**config.mk**
```make
export PLATFORM = sky130hd
export DESIGN_NAME = emt_access_seq
export DESIGN_NICKNAME = d
export VERILOG_FILES = /design/src/rtl/emt_pkg.sv /design/src/rtl/emt_seq_ctrl.sv /design/src/rtl/emt_strobe_win.sv /design/src/rtl/emt_clk_div.sv /design/src/rtl/emt_access_seq.sv
export SDC_FILE = /design/constraint.sdc
export NUM_CORES = 1
export LEC_CHECK = 0
export BUFFER_PORTS_ARGS = -buffer_cell sky130_fd_sc_hd__clkbuf_2
export CAP_MARGIN = 40
export CORE_ASPECT_RATIO = 1.4
export CORE_MARGIN = 5
export CORE_UTILIZATION = 25
export CTS_CLUSTER_DIAMETER = 200
export DETAILED_ROUTE_END_ITERATION = 10
export PLACE_DENSITY = 0.46
export SETUP_SLACK_MARGIN = 0.3
export SYNTH_ARGS = -nofsm -noshare
export SYNTH_HDL_FRONTEND = slang
export SYNTH_HIERARCHICAL = 1
export SYNTH_SLANG_ARGS = --single-unit
```
**constraint.sdc**
```tcl
create_clock -name clk -period 2.8 [get_ports clk]
set_input_delay 0.56 -clock clk [delete_from_list [all_inputs] [get_ports clk]]
set_output_delay 0.56 -clock clk [all_outputs]
set_load 0.02 [all_outputs]
```
**src/rtl/emt_pkg.sv**
```systemverilog
package emt_pkg;
  // default field widths shared by the sequencer and its bench
  localparam int EMT_ON_W   = 4;
  localparam int EMT_TICK_W = 5;
  localparam int EMT_DIV_W  = 2;

  // direction latched at launch
  typedef enum logic {
    DIR_RD = 1'b0,
    DIR_WR = 1'b1
  } emt_dir_e;
endpackage

```
**src/rtl/emt_seq_ctrl.sv**
```systemverilog
module emt_seq_ctrl
  import emt_pkg::*;
#(
  parameter int TICK_W = EMT_TICK_W,
  parameter int DIV_W  = EMT_DIV_W
) (
  input  logic              clk,
  input  logic              rst_n,
  input  logic              start,
  input  logic              is_write,
  input  logic              sync_mode,
  input  logic [DIV_W-1:0]  clk_div,
  input  logic [TICK_W-1:0] rd_cycle,
  input  logic [TICK_W-1:0] wr_cycle,
  output logic              launch,
  output logic              busy_nx,
  output logic [TICK_W-1:0] tick_nx,
  output logic              wr_nx,
  output logic              sync_nx,
  output logic [DIV_W-1:0]  div_nx,
  output logic              done
);
  logic              busy_q;
  logic [TICK_W-1:0] tick_q;
  emt_dir_e          dir_q, dir_nx;
  logic              sync_q;
  logic [DIV_W-1:0]  div_q;
  logic [TICK_W-1:0] last_q, last_nx;
  logic              done_nx;

  assign last_q = (dir_q == DIR_WR) ? wr_cycle : rd_cycle;

  // next-state: launch while idle, count while busy, stop after final tick
  always_comb begin
    busy_nx = busy_q;
    tick_nx = tick_q;
    dir_nx  = dir_q;
    sync_nx = sync_q;
    div_nx  = div_q;
    launch  = 1'b0;
    if (!busy_q) begin
      if (start) begin
        launch  = 1'b1;
        busy_nx = 1'b1;
        tick_nx = '0;
        dir_nx  = is_write ? DIR_WR : DIR_RD;
        sync_nx = sync_mode;
        div_nx  = clk_div;
      end
    end else if (tick_q == last_q) begin
      busy_nx = 1'b0;
    end else begin
      tick_nx = tick_q + 1'b1;
    end
  end

  assign wr_nx   = (dir_nx == DIR_WR);
  assign last_nx = wr_nx ? wr_cycle : rd_cycle;
  assign done_nx = busy_nx && (tick_nx == last_nx);

  always_ff @(posedge clk or negedge rst_n) begin
    if (!rst_n) begin
      busy_q <= 1'b0;
      tick_q <= '0;
      dir_q  <= DIR_RD;
      sync_q <= 1'b0;
      div_q  <= '0;
      done   <= 1'b0;
    end else begin
      busy_q <= busy_nx;
      tick_q <= tick_nx;
      dir_q  <= dir_nx;
      sync_q <= sync_nx;
      div_q  <= div_nx;
      done   <= done_nx;
    end
  end
endmodule

```
**src/rtl/emt_strobe_win.sv**
```systemverilog
module emt_strobe_win #(
  parameter int ON_W    = 4,
  parameter int OFF_W   = 5,
  parameter int TICK_W  = 5,
  parameter bit ACT_LOW = 1'b1
) (
  input  logic              clk,
  input  logic              rst_n,
  input  logic              en,
  input  logic [TICK_W-1:0] tick,
  input  logic [ON_W-1:0]   on_tick,
  input  logic [OFF_W-1:0]  off_tick,
  output logic              strobe
);
  localparam int MW = (ON_W > OFF_W) ? ON_W : OFF_W;
  localparam int CW = ((MW > TICK_W) ? MW : TICK_W) + 1;

  logic [CW-1:0] t_x, on_x, off_x;
  logic          active_nx;
  logic          level_nx;

  assign t_x   = {{(CW-TICK_W){1'b0}}, tick};
  assign on_x  = {{(CW-ON_W){1'b0}}, on_tick};
  assign off_x = {{(CW-OFF_W){1'b0}}, off_tick};

  // half-open window [on, off): empty when on >= off
  assign active_nx = en && (t_x >= on_x) && (t_x < off_x);

  generate
    if (ACT_LOW) begin : g_low
      assign level_nx = ~active_nx;
      always_ff @(posedge clk or negedge rst_n) begin
        if (!rst_n) strobe <= 1'b1;
        else        strobe <= level_nx;
      end
    end else begin : g_high
      assign level_nx = active_nx;
      always_ff @(posedge clk or negedge rst_n) begin
        if (!rst_n) strobe <= 1'b0;
        else        strobe <= level_nx;
      end
    end
  endgenerate
endmodule

```
**src/rtl/emt_clk_div.sv**
```systemverilog
module emt_clk_div #(
  parameter int DIV_W = 2
) (
  input  logic             clk,
  input  logic             rst_n,
  input  logic             launch,
  input  logic             busy_nx,
  input  logic             sync_nx,
  input  logic [DIV_W-1:0] div_nx,
  output logic             mem_clk
);
  logic [DIV_W-1:0] cnt_q, cnt_nx;
  logic             clk_nx;

  // phase counter runs modulo (div+1); output toggles on each wrap
  always_comb begin
    cnt_nx = '0;
    clk_nx = 1'b0;
    if (launch) begin
      cnt_nx = '0;
      clk_nx = 1'b0;
    end else if (busy_nx) begin
      if (cnt_q == div_nx) begin
        cnt_nx = '0;
        clk_nx = sync_nx & ~mem_clk;
      end else begin
        cnt_nx = cnt_q + 1'b1;
        clk_nx = mem_clk;
      end
    end
  end

  always_ff @(posedge clk or negedge rst_n) begin
    if (!rst_n) begin
      cnt_q   <= '0;
      mem_clk <= 1'b0;
    end else begin
      cnt_q   <= cnt_nx;
      mem_clk <= clk_nx;
    end
  end
endmodule

```
**src/rtl/emt_access_seq.sv**
```systemverilog
module emt_access_seq
  import emt_pkg::*;
#(
  parameter int DATA_W = 16,
  parameter int ON_W   = EMT_ON_W,
  parameter int TICK_W = EMT_TICK_W,
  parameter int DIV_W  = EMT_DIV_W
) (
  input  logic              clk,
  input  logic              rst_n,
  input  logic              start,
  input  logic              is_write,
  input  logic              sync_mode,
  input  logic [DIV_W-1:0]  clk_div,
  input  logic [ON_W-1:0]   cs_on,
  input  logic [TICK_W-1:0] cs_rd_off,
  input  logic [TICK_W-1:0] cs_wr_off,
  input  logic [ON_W-1:0]   adv_on,
  input  logic [TICK_W-1:0] adv_rd_off,
  input  logic [TICK_W-1:0] adv_wr_off,
  input  logic [ON_W-1:0]   oe_on,
  input  logic [TICK_W-1:0] oe_off,
  input  logic [ON_W-1:0]   we_on,
  input  logic [TICK_W-1:0] we_off,
  input  logic [TICK_W-1:0] rd_cycle,
  input  logic [TICK_W-1:0] wr_cycle,
  input  logic [TICK_W-1:0] access_tick,
  input  logic [DATA_W-1:0] rd_data,
  output logic              cs_n,
  output logic              adv_n,
  output logic              oe_n,
  output logic              we_n,
  output logic              cap_stb,
  output logic              mem_clk,
  output logic              done,
  output logic [DATA_W-1:0] rd_q
);
  logic              launch;
  logic              busy_nx;
  logic [TICK_W-1:0] tick_nx;
  logic              wr_nx;
  logic              sync_nx;
  logic [DIV_W-1:0]  div_nx;
  logic [TICK_W-1:0] cs_off_sel, adv_off_sel;
  logic [TICK_W:0]   cap_off;
  logic [DATA_W-1:0] rd_nx;

  emt_seq_ctrl #(.TICK_W(TICK_W), .DIV_W(DIV_W)) u_ctrl (
    .clk      (clk),
    .rst_n    (rst_n),
    .start    (start),
    .is_write (is_write),
    .sync_mode(sync_mode),
    .clk_div  (clk_div),
    .rd_cycle (rd_cycle),
    .wr_cycle (wr_cycle),
    .launch   (launch),
    .busy_nx  (busy_nx),
    .tick_nx  (tick_nx),
    .wr_nx    (wr_nx),
    .sync_nx  (sync_nx),
    .div_nx   (div_nx),
    .done     (done)
  );

  // direction picks the release tick of the shared strobes
  assign cs_off_sel  = wr_nx ? cs_wr_off  : cs_rd_off;
  assign adv_off_sel = wr_nx ? adv_wr_off : adv_rd_off;
  // capture window is the single tick [access, access+1)
  assign cap_off     = {1'b0, access_tick} + {{TICK_W{1'b0}}, 1'b1};

  emt_strobe_win #(.ON_W(ON_W), .OFF_W(TICK_W), .TICK_W(TICK_W), .ACT_LOW(1'b1)) u_cs (
    .clk(clk), .rst_n(rst_n), .en(busy_nx), .tick(tick_nx),
    .on_tick(cs_on), .off_tick(cs_off_sel), .strobe(cs_n)
  );

  emt_strobe_win #(.ON_W(ON_W), .OFF_W(TICK_W), .TICK_W(TICK_W), .ACT_LOW(1'b1)) u_adv (
    .clk(clk), .rst_n(rst_n), .en(busy_nx), .tick(tick_nx),
    .on_tick(adv_on), .off_tick(adv_off_sel), .strobe(adv_n)
  );

  emt_strobe_win #(.ON_W(ON_W), .OFF_W(TICK_W), .TICK_W(TICK_W), .ACT_LOW(1'b1)) u_oe (
    .clk(clk), .rst_n(rst_n), .en(busy_nx && !wr_nx), .tick(tick_nx),
    .on_tick(oe_on), .off_tick(oe_off), .strobe(oe_n)
  );

  emt_strobe_win #(.ON_W(ON_W), .OFF_W(TICK_W), .TICK_W(TICK_W), .ACT_LOW(1'b1)) u_we (
    .clk(clk), .rst_n(rst_n), .en(busy_nx && wr_nx), .tick(tick_nx),
    .on_tick(we_on), .off_tick(we_off), .strobe(we_n)
  );

  emt_strobe_win #(.ON_W(TICK_W), .OFF_W(TICK_W+1), .TICK_W(TICK_W), .ACT_LOW(1'b0)) u_cap (
    .clk(clk), .rst_n(rst_n), .en(busy_nx && !wr_nx), .tick(tick_nx),
    .on_tick(access_tick), .off_tick(cap_off), .strobe(cap_stb)
  );

  emt_clk_div #(.DIV_W(DIV_W)) u_clk (
    .clk    (clk),
    .rst_n  (rst_n),
    .launch (launch),
    .busy_nx(busy_nx),
    .sync_nx(sync_nx),
    .div_nx (div_nx),
    .mem_clk(mem_clk)
  );

  // read data register, loaded at the end of the capture tick
  assign rd_nx = cap_stb ? rd_data : rd_q;

  always_ff @(posedge clk or negedge rst_n) begin
    if (!rst_n) rd_q <= '0;
    else        rd_q <= rd_nx;
  end
endmodule

```
# [Yosys cells after proc, flatten, opt, wreduce, memory -nomap -nowiden]
# Cells that the tools add are included.
[totals] ff_bits=35
[op_classes] addsub=3 order_cmp=10 eq_ne=4 n_mux=24 bitwise_logic=6 n_reduce_logical=14
[ops] cell="$mux 5" count=7
[ops] cell="$ge 5x4->1" count=4
[ops] cell="$lt 5x5->1" count=4
[ops] cell="$logic_and 1x1->1" count=13
[ops] cell="$mux 1" count=12
[ops] cell="$eq 5x5->1" count=2
[ops] cell="$mux 2" count=5
[ops] cell="$add 5x1->6 const B" count=1
[ops] cell="$lt 5x6->1" count=1
[ops] cell="$add 5x1->5 const B" count=1
[ops] cell="$ge 5x5->1" count=1
[ops] cell="$not 1->1" count=5
[ops] cell="$ne 3x2->1 const B" count=1
[ops] cell="$add 2x1->2 const B" count=1
[ops] cell="$eq 2x2->1" count=1
[ops] cell="$and 1x1->1" count=1
[ops] cell="$logic_not 1->1" count=1

# [Longest topological paths before layout]
[depth] word_depth=8 depth_mapped=14 ltp_nobuf=13

# [Hierarchy]
# The synthesis kept the hierarchy.
[modules_own_cells] module="emt_strobe_win at u_adv ..." instances=4 cells_each=30 area_each_um2=227.7 seq_area_each_um2=26.3
[modules_own_cells] module="emt_access_seq" instances=1 cells_each=57 area_each_um2=847.1 seq_area_each_um2=400.4
[modules_own_cells] module="emt_seq_ctrl" instances=1 cells_each=83 area_each_um2=803.3 seq_area_each_um2=275.3
[modules_own_cells] module="emt_strobe_win at u_cap" instances=1 cells_each=34 area_each_um2=261.5 seq_area_each_um2=25.0
[modules_own_cells] module="emt_clk_div" instances=1 cells_each=14 area_each_um2=151.4 seq_area_each_um2=75.1

# [Worst setup path after synthesis]
# OpenSTA, ideal clock, no wires.
[synth_path] path_kind="in2reg" startpoint="in wr_cycle[4]" endpoint="reg u_cap.strobe" arrival_ns=2.806 slack_ns=-0.099 stages=13 path_buffers=0 path_cell_list="mux2i_1 > xor2_1 > and2_1 > nand2_1 > o21ai_1 > inv_1 > a21oi_1 > inv_1 > ha_1 > nor2b_4 > o21ai_1 > nand3_1 > a221oi_2"
[synth_between] elab_chain_len=7
[synth_lines] item="start, declared" line="emt_access_seq.sv:26" rtl="input logic [TICK_W-1:0] wr_cycle,"
[synth_lines] item="$mux 5" line="emt_seq_ctrl.sv:31" rtl="assign last_q = (dir_q == DIR_WR) ? wr_cycle : rd_cycle;"
[synth_lines] item="$eq 5x5->1" line="emt_seq_ctrl.sv:50" rtl="end else if (tick_q == last_q) begin"
[synth_lines] item="$mux 1" line="emt_seq_ctrl.sv:50"
[synth_lines] item="$mux 1" line="emt_seq_ctrl.sv:41" rtl="if (!busy_q) begin"
[synth_lines] item="net busy_nx" line="emt_access_seq.sv:39" rtl="logic busy_nx;"
[synth_lines] item="$logic_and 1x1->1" line="emt_access_seq.sv:93" rtl=".clk(clk), .rst_n(rst_n), .en(busy_nx && !wr_nx), .tick(tick_nx),"
[synth_lines] item="$logic_and 1x1->1 (2 in series)" line="emt_strobe_win.sv:27" rtl="assign active_nx = en && (t_x >= on_x) && (t_x < off_x);"
[synth_lines] item="net u_cap.active_nx" line="emt_strobe_win.sv:19" rtl="logic active_nx;"
[synth_lines] item="end signal, assigned" line="emt_strobe_win.sv:40" rtl="else strobe <= level_nx;"
[synth_lines] item="end, declared" line="emt_strobe_win.sv:13" rtl="output logic strobe"
# The timed path passes the listed nets, and every way through them passes these cells.
# A chain may end at the register's enable or synchronous reset.

# [Worst setup path after layout]
[layout_path] startpoint="reg u_ctrl.dir_q" endpoint="reg u_we.strobe"
[layout_between] elab_chain_len=8
[layout_lines] item="start, declared" line="emt_seq_ctrl.sv:25" rtl="emt_dir_e dir_q, dir_nx;"
[layout_lines] item="start signal, assigned" line="emt_seq_ctrl.sv:72" rtl="dir_q <= dir_nx;"
[layout_lines] item="$mux 5" line="emt_seq_ctrl.sv:31"
[layout_lines] item="$eq 5x5->1" line="emt_seq_ctrl.sv:50"
[layout_lines] item="$mux 5 or $mux 1 (tied branches)" line="emt_seq_ctrl.sv:50"
[layout_lines] item="$mux 5 or $mux 1 (tied branches)" line="emt_seq_ctrl.sv:41"
[layout_lines] item="$ge 5x4->1 or $logic_and 1x1->1 (tied branches)" line="emt_strobe_win.sv:27, emt_access_seq.sv:88"
[layout_lines] item="$logic_and 1x1->1" line="emt_strobe_win.sv:27"
[layout_lines] item="$logic_and 1x1->1 *" line="emt_strobe_win.sv:27"
[layout_lines] item="$not 1->1 *" line="emt_strobe_win.sv:31" rtl="assign level_nx = ~active_nx;"
[layout_lines] item="net u_we.level_nx" line="emt_strobe_win.sv:20" rtl="logic level_nx;"
[layout_lines] item="end signal, assigned" line="emt_strobe_win.sv:34" rtl="else strobe <= level_nx;"
[layout_lines] item="end, declared" line="emt_strobe_win.sv:13"
# The timed path passes the listed nets; every way through them passes the cells marked *.

==> out/metrics.cfg <==
[placement]
port_buffers = 106
place.gp.congestion = 0.797
hpwl_um = 6500
dp_slack_ns = -0.113

[power]
p_total_mw = 5.76
power_leakage_nw = 2.28
clkPwrFrac = 0.091
cell_internal_pwr_mw = 3.23
peakVddDrop_mv = 0.546
p_switching_mw = 2.53
combPwrFrac = 0.743
pwr-share-seq = 0.166
p_sw_frac = 0.440
pwr_density_cell_nw_per_um2 = 1300

[detailed_routing]
postRouteWirelength_um = 8440
wl_per_cell_um = 14.1
drtPass1Iterations = 4
drt_iter0_markers = 40
dr_total_vias = 2637
postRouteAntennaNets = 0
avgViaCountPerCell = 4.41
drcViolationCount = 0

[timing]
finalCritPeriodShare = 0.971
period_needed_ns = 2.72
relSlewSlack = 0.635
finalSetupViolations = 0
clock_skew_ns = 0.00266
worstMarginPinSlew_ns = 0.547
maxSlewViolCount = 0
timing.final.ws_setup_ns = 0.0808
setup_tns_ns = 0
fmax_mhz = 368
hold_viol_final = 0
rsz0062_at_grt = true

[yosys]
netlist.area_leader.share = 0.261
syn_avg_cell_area_um2 = 9.66
yosys_warnings = 6
seq_area_frac_synth = 0.296
synth_cell_types = 46
synthCells = 308
synth.cell_area_um2 = 2970
async_flop_share = 1.00
ys_ff_latch = 35
yosys.area.top_type = dfrtp_1
synth_edf_count = 0
synthTopCellsByArea = dfrtp_1 (26%), ha_1 (18%), inv_1 (6.9%), mux2_2 (6.1%), mux2_4 (5.0%)
ys.flop_type = dfrtp_1
synth.net_count = 435

[critical_path]
crit_end = u_we/strobe
arrival_ns = 2.90
rrSetupSlack_ns = 0.08
r2r_start = u_ctrl/dir_q
crit_type = reg2reg
ff2ff_path_depth = 10
crit_fanout = 6
critical_path.startpoint_type = register
crit_required_ns = 2.98
cp-startpoint = u_ctrl/dir_q
worstReg2RegEnd = u_we/strobe
worst_setup_path_end_kind = register

[die]
die_area_um2 = 14200
core_um2 = 11800
ios = 107
die_y_um = 139
start_util = 0.253
die_w_um = 102
rows = 47

[min_path]
hold_class = in2async

[global_routing]
grt_first_pass_wirelength_um = 13500
grt.overflow.total = 0
grt_max_degree = 20
grt_util_all_layers = 0.121
grt_pass1_vias = 2837
grt_antenna_before_repair = 0

[cells_and_area]
fin_nets = 577
area_growth_pct = 48.9
antenna_cells = 0
fillers = 1214
drive_above_1_share = 0.506

[clock_tree]
holdBufCountCts = 0
clkTransAtPathRegs_ns = 0.05
clock_latency_ns = 0.27
clockRootBuffer = clkbuf_16
clockBufferDepth = 2
cts_tree = built
cts_buffers = 5
htree_levels = 2
cts.sinks = 35

[status]
status = complete, no violations

[flow_run]
cap_violations = 0

[layout make-up]
class	instances	area (um2)	share of cell area
Multi-Input combinational cell	212	2120	0.479
Sequential cell	35	882	0.199
Timing Repair Buffer	139	882	0.199
Inverter	57	221	0.0500
Tap cell	147	184	0.0415
Clock buffer	8	136	0.0308
[power by group through the flow]
stage | registers [mW] | clock network (mW) | logic, mW
final | 0.959 | 0.523 | 4.28
after global routing | 0.993 | 0.570 | 4.75
after CTS | 0.953 | 0.553 | 4.06
after detailed placement | 0.962 | 0 | 3.45
after global placement | 0.956 | 0 | 3.36
after floorplan | 1.11 | 0 | 2.26
[layer usage]
layer | vias to the layer above | track usage | routed length (um) | share of wire
met3 | 6 | 0.0201 | 316 | 0.037
met4 | 0 | 0.0352 | 114 | 0.014
met1 | 1240 | 0.139 | 3420 | 0.41
li1 | 1341 | - | - | -
met5 | - | 0 | 0 | 0
met2 | 50 | 0.223 | 4590 | 0.54
[worst max-delay path: stages, from the launching register on]
cell and delay, ns:
dfrtp_2 0.46, mux2i_2 0.29, xnor2_2 0.12, or3_4 0.41, o2111ai_4 0.26, buf_6 0.14
o221ai_4 0.15, ha_1 0.33, o21ai_2 0.15, a21oi_2 0.04, o311ai_1 0.26
[stage by stage]
step / hold slack (ns) / util / cells / instance area, um2
6_report: 0.263 / 0.376 / 598 / 4430
5_1_grt: 0.299 / 0.376 / 598 / 4430
4_1_cts: 0.273 / 0.365 / 596 / 4300
3_5_place_dp: 0.479 / 0.328 / 574 / 3860
3_3_place_gp: 0.472 / 0.326 / 573 / 3830
2_1_floorplan: 0.264 / - / 308 / 3020
[Yosys cell counts (all sizes together), types with 5 or more instances]
| master | count |
|---|---|
| inv | 57 |
| ha | 43 |
| dfrtp | 31 |
| mux2 | 27 |
| nand2 | 26 |
| o21ai | 19 |
| a21oi | 17 |
| mux2i | 12 |
| xnor2 | 9 |
| nand3 | 8 |
| nor2 | 8 |
| nor2b | 7 |
| buf | 5 |
| xor2 | 5 |
[kinds of logic after synthesis]
group,Yosys count,share of synthesized area
XOR/XNOR,14,0.0412
buffers and inverters,62,0.0913
AND/OR/NAND/NOR,64,0.113
AO/OA/AOI/OAI,51,0.114
flip-flops,35,0.296
adder cells (fa/ha/maj),43,0.181
multiplexers,39,0.164
[sequential cells by signal, summed over array words and instances, names as in the netlist]
signal         cells
u_ctrl/dir_q       1
u_oe/strobe        1
u_ctrl/tick_q      5
u_clk/mem_clk      1
u_clk/cnt_q        2
u_ctrl/done        1
u_adv/strobe       1
u_ctrl/div_q       2
u_ctrl/busy_q      1
u_ctrl/sync_q      1
rd_q              16
u_we/strobe        1
u_cap/strobe       1
u_cs/strobe        1
[how the worst min path moves through the flow]
stage	slack (ns)	startpoint	end
final	0.26	rst_n	u_ctrl/done
after global routing	0.30	rst_n	u_ctrl/done
after CTS	0.27	rst_n	u_ctrl/div_q[0]
after detailed placement	0.48	u_ctrl/sync_q	u_ctrl/sync_q
after global placement	0.47	u_ctrl/sync_q	u_ctrl/sync_q
after floorplan	0.26	rst_n	rd_q[0]
[cells in the final DEF (no fill, tap or decap), types with 4 or more instances in the layout]
cell type and count:
clkbuf_2 106, a211oi_2 4, xnor2_1 6, buf_4 20, dfrtp_1 30, dfstp_2 4
mux2_4 10, mux2i_1 6, o21ai_2 7, a21oi_1 12, o21ai_0 7, clkbuf_16 5
nor2b_1 6, inv_1 52, xor2_1 5, buf_6 9, nand3_1 7, nand2_1 24
o21ai_1 5, ha_4 8, nor2_1 8, o311ai_1 4, ha_1 35, mux2_2 16
[timing repair]
item | CTS | global route
pin swaps | 21 | 16
gates resized for setup | 27 | 21
gates cloned | 2 | 0
endpoints found under the setup margin | 6 | 6
buffers inserted | 12 | 2
(Power assumes the default switching activity.)
